$ cat src/rtl/sprm_pkg.sv
package sprm_pkg;

  typedef enum logic [1:0] {
    REQ_PROT   = 2'd0,
    REQ_UNPROT = 2'd1,
    REQ_STAT   = 2'd2,
    REQ_NOP    = 2'd3
  } reqKind_e;

  // strobes from control to the protection map
  typedef struct packed {
    logic setOne;
    logic clrOne;
    logic setAll;
    logic clrAll;
  } mapStrb_t;

  localparam logic [3:0] GLOBAL_SET_CODE = 4'b1111;
  localparam logic [3:0] GLOBAL_CLR_CODE = 4'b0000;

endpackage

$ cat src/rtl/sprm_ctrl.sv
module sprm_ctrl
  import sprm_pkg::*;
#(
  parameter int ADDR_W   = 24,
  parameter int SECT_LSB = 16,
  parameter int SECT_W   = 5,
  parameter int DATA_W   = 8,
  parameter int LOCK_POS = 7,
  parameter int GLB_LSB  = 2
) (
  input  logic              clk,
  input  logic              rstN,
  input  logic              reqValid,
  input  logic [1:0]        reqKind,
  input  logic [ADDR_W-1:0] reqAddr,
  input  logic [DATA_W-1:0] reqData,
  input  logic              wpActive,
  input  logic              chkReject,
  output mapStrb_t          strb,
  output logic [SECT_W-1:0] sectIdx,
  output logic              lockBit,
  output logic              hwLocked,
  output logic              welClear
);

  reqKind_e    kind;
  logic        lockQ;
  logic        lockD;
  logic        welD;
  logic [3:0]  glbCode;
  logic        unusedBits;

  assign kind       = reqKind_e'(reqKind);
  assign sectIdx    = reqAddr[SECT_LSB +: SECT_W];
  assign glbCode    = reqData[GLB_LSB +: 4];
  assign unusedBits = ^{reqAddr, reqData};

  // decode requests into map strobes, gated by the lock
  always_comb begin
    strb = '0;
    if (reqValid && !lockQ) begin
      case (kind)
        REQ_PROT:   strb.setOne = 1'b1;
        REQ_UNPROT: strb.clrOne = 1'b1;
        REQ_STAT: begin
          if (glbCode == GLOBAL_SET_CODE)      strb.setAll = 1'b1;
          else if (glbCode == GLOBAL_CLR_CODE) strb.clrAll = 1'b1;
        end
        default: ;
      endcase
    end
  end

  // lock flag: free while clear, pin-gated once set
  always_comb begin
    lockD = lockQ;
    if (reqValid && kind == REQ_STAT) begin
      if (!lockQ || !wpActive) lockD = reqData[LOCK_POS];
    end
  end

  assign welD = (reqValid && kind != REQ_NOP) || chkReject;

  always_ff @(posedge clk or negedge rstN) begin
    if (!rstN) begin
      lockQ    <= 1'b0;
      welClear <= 1'b0;
    end else begin
      lockQ    <= lockD;
      welClear <= welD;
    end
  end

  assign lockBit  = lockQ;
  assign hwLocked = lockQ & wpActive;

  p_hw_lock_keeps_r6: assert property (@(posedge clk) disable iff (!rstN)
    (lockQ && wpActive) |=> lockQ);

  p_wel_after_req_r8: assert property (@(posedge clk) disable iff (!rstN)
    (reqValid && reqKind != 2'd3) |=> welClear);

  p_lock_set_free_r9: assert property (@(posedge clk) disable iff (!rstN)
    (!lockQ && reqValid && reqKind == 2'd2 && reqData[LOCK_POS]) |=> lockQ);

endmodule

$ cat src/rtl/sprm_map.sv
module sprm_map
  import sprm_pkg::*;
#(
  parameter int NUM_SECT = 32,
  parameter int SECT_W   = 5,
  parameter int ADDR_W   = 24,
  parameter int SECT_LSB = 16
) (
  input  logic                clk,
  input  logic                rstN,
  input  mapStrb_t            strb,
  input  logic [SECT_W-1:0]   sectIdx,
  input  logic [ADDR_W-1:0]   chkAddr,
  output logic [NUM_SECT-1:0] protMap,
  output logic                chkAllow
);

  logic [NUM_SECT-1:0] mapQ;
  logic [SECT_W-1:0]   chkIdx;
  logic                unusedChk;

  for (genvar gi = 0; gi < NUM_SECT; gi++) begin : g_sect
    logic hitSel;
    assign hitSel = (sectIdx == SECT_W'(gi));
    always_ff @(posedge clk or negedge rstN) begin
      if (!rstN)                             mapQ[gi] <= 1'b1;
      else if (strb.setAll)                  mapQ[gi] <= 1'b1;
      else if (strb.clrAll)                  mapQ[gi] <= 1'b0;
      else if (strb.setOne && hitSel)        mapQ[gi] <= 1'b1;
      else if (strb.clrOne && hitSel)        mapQ[gi] <= 1'b0;
    end
  end

  assign chkIdx    = chkAddr[SECT_LSB +: SECT_W];
  assign chkAllow  = ~mapQ[chkIdx];
  assign protMap   = mapQ;
  assign unusedChk = ^chkAddr;

  p_set_one_r2: assert property (@(posedge clk) disable iff (!rstN)
    strb.setOne |=> protMap[$past(sectIdx)]);

  p_clr_one_r3: assert property (@(posedge clk) disable iff (!rstN)
    strb.clrOne |=> !protMap[$past(sectIdx)]);

  p_set_all_r7: assert property (@(posedge clk) disable iff (!rstN)
    strb.setAll |=> (&protMap));

endmodule

$ cat src/rtl/sprm_top.sv
module sprm_top
  import sprm_pkg::*;
#(
  parameter int ADDR_W   = 24,
  parameter int SECT_LSB = 16,
  parameter int NUM_SECT = 32,
  parameter int DATA_W   = 8
) (
  input  logic                clk,
  input  logic                rstN,
  input  logic                reqValid,
  input  logic [1:0]          reqKind,
  input  logic [ADDR_W-1:0]   reqAddr,
  input  logic [DATA_W-1:0]   reqData,
  input  logic                wpActive,
  input  logic                chkValid,
  input  logic [ADDR_W-1:0]   chkAddr,
  output logic                chkAllow,
  output logic                welClear,
  output logic [NUM_SECT-1:0] protMap,
  output logic                lockBit,
  output logic                hwLocked
);

  localparam int SECT_W = $clog2(NUM_SECT);

  mapStrb_t          strb;
  logic [SECT_W-1:0] sectIdx;
  logic              chkReject;

  assign chkReject = chkValid & ~chkAllow;

  sprm_ctrl #(
    .ADDR_W(ADDR_W), .SECT_LSB(SECT_LSB), .SECT_W(SECT_W), .DATA_W(DATA_W),
    .LOCK_POS(7), .GLB_LSB(2)
  ) u_ctrl (
    .clk(clk), .rstN(rstN), .reqValid(reqValid), .reqKind(reqKind),
    .reqAddr(reqAddr), .reqData(reqData), .wpActive(wpActive),
    .chkReject(chkReject), .strb(strb), .sectIdx(sectIdx),
    .lockBit(lockBit), .hwLocked(hwLocked), .welClear(welClear)
  );

  sprm_map #(
    .NUM_SECT(NUM_SECT), .SECT_W(SECT_W), .ADDR_W(ADDR_W), .SECT_LSB(SECT_LSB)
  ) u_map (
    .clk(clk), .rstN(rstN), .strb(strb), .sectIdx(sectIdx),
    .chkAddr(chkAddr), .protMap(protMap), .chkAllow(chkAllow)
  );

  p_locked_map_r5: assert property (@(posedge clk) disable iff (!rstN)
    (lockBit && reqValid) |=> $stable(protMap));

  p_reject_wel_r4: assert property (@(posedge clk) disable iff (!rstN)
    (chkValid && !chkAllow) |=> welClear);

endmodule

$ cat config.mk
export PLATFORM = sky130hd
export DESIGN_NAME = sprm_top
export DESIGN_NICKNAME = d
export VERILOG_FILES = /design/src/rtl/sprm_pkg.sv /design/src/rtl/sprm_ctrl.sv /design/src/rtl/sprm_map.sv /design/src/rtl/sprm_top.sv
export SDC_FILE = /design/constraint.sdc
export NUM_CORES = 1
export LEC_CHECK = 0
export CORE_MARGIN = 4
export CORE_UTILIZATION = 42
export DETAILED_ROUTE_END_ITERATION = 16
export PLACE_DENSITY = 0.81
export SLEW_MARGIN = 20
export SYNTH_ARGS = -nofsm -noshare
export SYNTH_HDL_FRONTEND = slang
export SYNTH_HIERARCHICAL = 1
export SYNTH_SLANG_ARGS = --single-unit
$ cat constraint.sdc
create_clock -name clk -period 3 [get_ports clk]
set_clock_uncertainty 0.2 [all_clocks]
set_input_delay 0.75 -clock clk [delete_from_list [all_inputs] [get_ports clk]]
set_output_delay 0.75 -clock clk [all_outputs]
set_load 0.03 [all_outputs]
==> impl_metrics.ini <==
[outcome]
status = completed

[cells_and_area]
fin_nets = 389
syn_to_final_growth_pct = 37.5
final_cells = 397
n_antenna_cell = 0
nFillCells = 457
fin_util_pct = 59.5
final_layout_size_suffix_gt1_share_pct = 21.7

[synthesis]
synth-compound-area-share_pct = 10.6
synthArstFlopShare_pct = 100
synth_mux_area_share_pct = 7.29
synth_cell_type_count = 35
netlist_area_um2 = 2200
yosys.area.top_type = dfstp_2
avgSynthCellArea_um2 = 8.39
syn_inst = 262
synth_adder_area_share_pct = 0
yosysSeqAreaShare_pct = 40.5
syn_nets = 325
synth.most_common_cell = nand2_1
synth-main-ff-cell = dfstp_2
ys_warn_count = 6
yosys_register_bits = 34
synth_area_leaders = dfstp_2 (38%), nand2_1 (12%), nand3b_1 (11%)
synth_xor_area_share_pct = 0
synth-simple-area-share_pct = 35.7
synth-edff-count = 0
yosys-top-cells-count = nand2_1 (73), a21oi_1 (35), dfstp_2 (32), nand3b_1 (32), mux2i_1 (16)
synth_top_family_by_area = simple AND/OR/NAND/NOR gates
yosysTopAreaCellShare_pct = 38.2

[critical_path]
cpPeakStageDelay_ns = 0.33
r2r-start = u_ctrl/lockBit$_DFFE_PN0P_
critPathLaunch = chkAddr[17]
path_cells = buf_12 -> buf_12 -> mux2i_2 -> a22oi_1 -> nand4b_1 -> a21oi_2 -> a311oi_2 -> buf_4
ff2ff_setup_slack_ns = 0.86
path_buf_inv = 3
worst_r2r_path_depth = 4
cp.required_ns = 2.05
crit_top_cell = buf_12
crit_cells = 8
crit_end = chkAllow
slowest_stage = a311oi_2
crit_path_end_kind = output pin
cp_top_family = compound AO/OA/AOI/OAI gates
path_class = in -> out
crit_path_start_kind = input pin
cp.arrival_ns = 2.05
reg2reg_to = u_map/protMap[30]$_DFFE_PN1P_
critPathMaxFanout = 7

[clocking]
ctsRootBufferMaster = clkbuf_8
cts_tree = yes
clk_latency_ns = 0.29
h-tree-depth = 2
cts.path.max_buffers = 2
hold_buffers = 0
cts_made_buffers = 5
clk_pin_slew_worst_paths_ns = 0.07
numClockSinks = 34

[sta]
setup_viol = 0
fin_crit_sh_pct = 100
fin_ws_ns = 0.000732
hold_violations = 0
slew_headroom_pct = 56.3
holdWs_ns = 0.290
min_period_ns = 3.00
rsz0062_at_grt = true
max_freq_mhz = 333
maxSlewViolCount = 0
worstMarginPinSlew_ns = 0.656

[floorplan]
std_cell_rows = 26
coreArea_um2 = 5070
ios = 99
die_w_um = 80.3
die_height_um = 80.3
start_util_pct = 43.3
dieArea_um2 = 6460

[detailed_routing]
routedWlPerCell_um = 15.6
via_per_inst = 5.25
wl_mm = 6.19
drcViolationCount = 0
vias = 2086
ant_nets = 0
drt-pass1-iter-count = 4
dr.first_iter.drc_count = 113

[place]
hpwl_mm = 4.22
dp_slack_ns = -0.483
place_inst = 384
gp_congestion = 0.826
io_buffers = 57

[global_routing]
grt_remaining_overflow = 0
grt_start_max_net_pins = 35
grt_first_pass_wirelength_mm = 10.1
grt_pass1_vias = 2072
antenna_found_initial = 0
grt_use_total_pct = 20.4

[power_and_ir_drop]
power_density_nw_per_um2 = 594
ir_worst_vdd_mv = 0.238
power.leakage_nw = 1.23

[worst_hold_path]
hp-class = reg -> reg

[run]
maxCapViolations = 0
==> layout by cell type (no fill, tap or decap), drive strengths merged, types with 2 or more instances in the layout <==
cell / count
nor4bb: 2
and2: 2
a21oi: 35
buf: 21
nand2: 73
clkbuf: 8
and2b: 2
nor2b: 2
nand3b: 32
a22oi: 4
nand2b: 4
clkdlybuf4s50: 51
dfstp: 32
dlygate4sd2: 2
nor3: 6
mux2i: 16
nand3: 2
nor2: 14
dfrtp: 2
nand4b: 2
==> timing repair <==
| item | CTS | global route |
|---|---|---|
| buffers inserted | 5 | 1 |
| gates resized for setup | 15 | 9 |
| setup endpoints to repair | 1 | 12 |
| pin swaps | 4 | 4 |
==> layout make-up <==
cell class / count / area, µm² / area share [%]
clock inverter: 1 / 5.00 / 0.166
sequential: 34 / 891 / 29.5
timing repair buffer: 76 / 738 / 24.4
multi-input combinational: 208 / 1210 / 40.0
tap: 70 / 87.6 / 2.90
clock buffer: 7 / 86.3 / 2.86
inverter: 1 / 3.75 / 0.124
==> power by group <==
group | internal, mW | switching [mW]
Combinational | 0.314 | 0.404
Clock | 0.185 | 0.170
Sequential | 0.632 | 0.0889
Total | 1.13 | 0.662
==> flip-flops by register name, indices dropped and copies added (netlist names) <==
name,cells
u_ctrl/lockBit,1
u_ctrl/welClear,1
u_map/protMap,32
==> metal layers <==
metal  GRT usage, %  share of wire (%)
met4           7.77                1.6
met5              0                  0
met2           32.9                 48
met3           4.93                5.9
met1           26.3                 45
==> worst min-delay path, stage by stage (launching register included) <==
cell	delay, ns
dfstp_2	0.38
nand3b_1	0.07
nand2_1	0.04
==> kinds of logic (layout without fill, tap and decap cells) <==
group           Yosys count  count (layout)
compound gates           43              43
flops                    34              34
buf+inv                  20              85
mux                      16              16
simple gates            149             149
==> stage by stage <==
stage               power, mW  area, µm²  setup TNS (ns)
finish                   1.79       3020               0
detailed placement       1.43       2860           -1.56
global route             1.89       3020         -0.0323
CTS                      1.81       3010         -0.0592
floorplan                1.12       2200               0
global placement         1.42       2860          -0.735
==> worst min-delay path by stage <==
stage / startpoint / endpoint / depth (start not counted)
final: u_map/protMap[22]$_DFFE_PN1P_ / u_map/protMap[22]$_DFFE_PN1P_ / 2
after global routing: u_map/protMap[23]$_DFFE_PN1P_ / u_map/protMap[23]$_DFFE_PN1P_ / 2
after CTS: u_map/protMap[22]$_DFFE_PN1P_ / u_map/protMap[22]$_DFFE_PN1P_ / 2
after detailed placement: u_map/protMap[30]$_DFFE_PN1P_ / u_map/protMap[30]$_DFFE_PN1P_ / 2
after global placement: u_map/protMap[30]$_DFFE_PN1P_ / u_map/protMap[30]$_DFFE_PN1P_ / 2
after floorplan: rstN / u_ctrl/lockBit$_DFFE_PN0P_ / 0
Power figures use the tool's default switching activity.
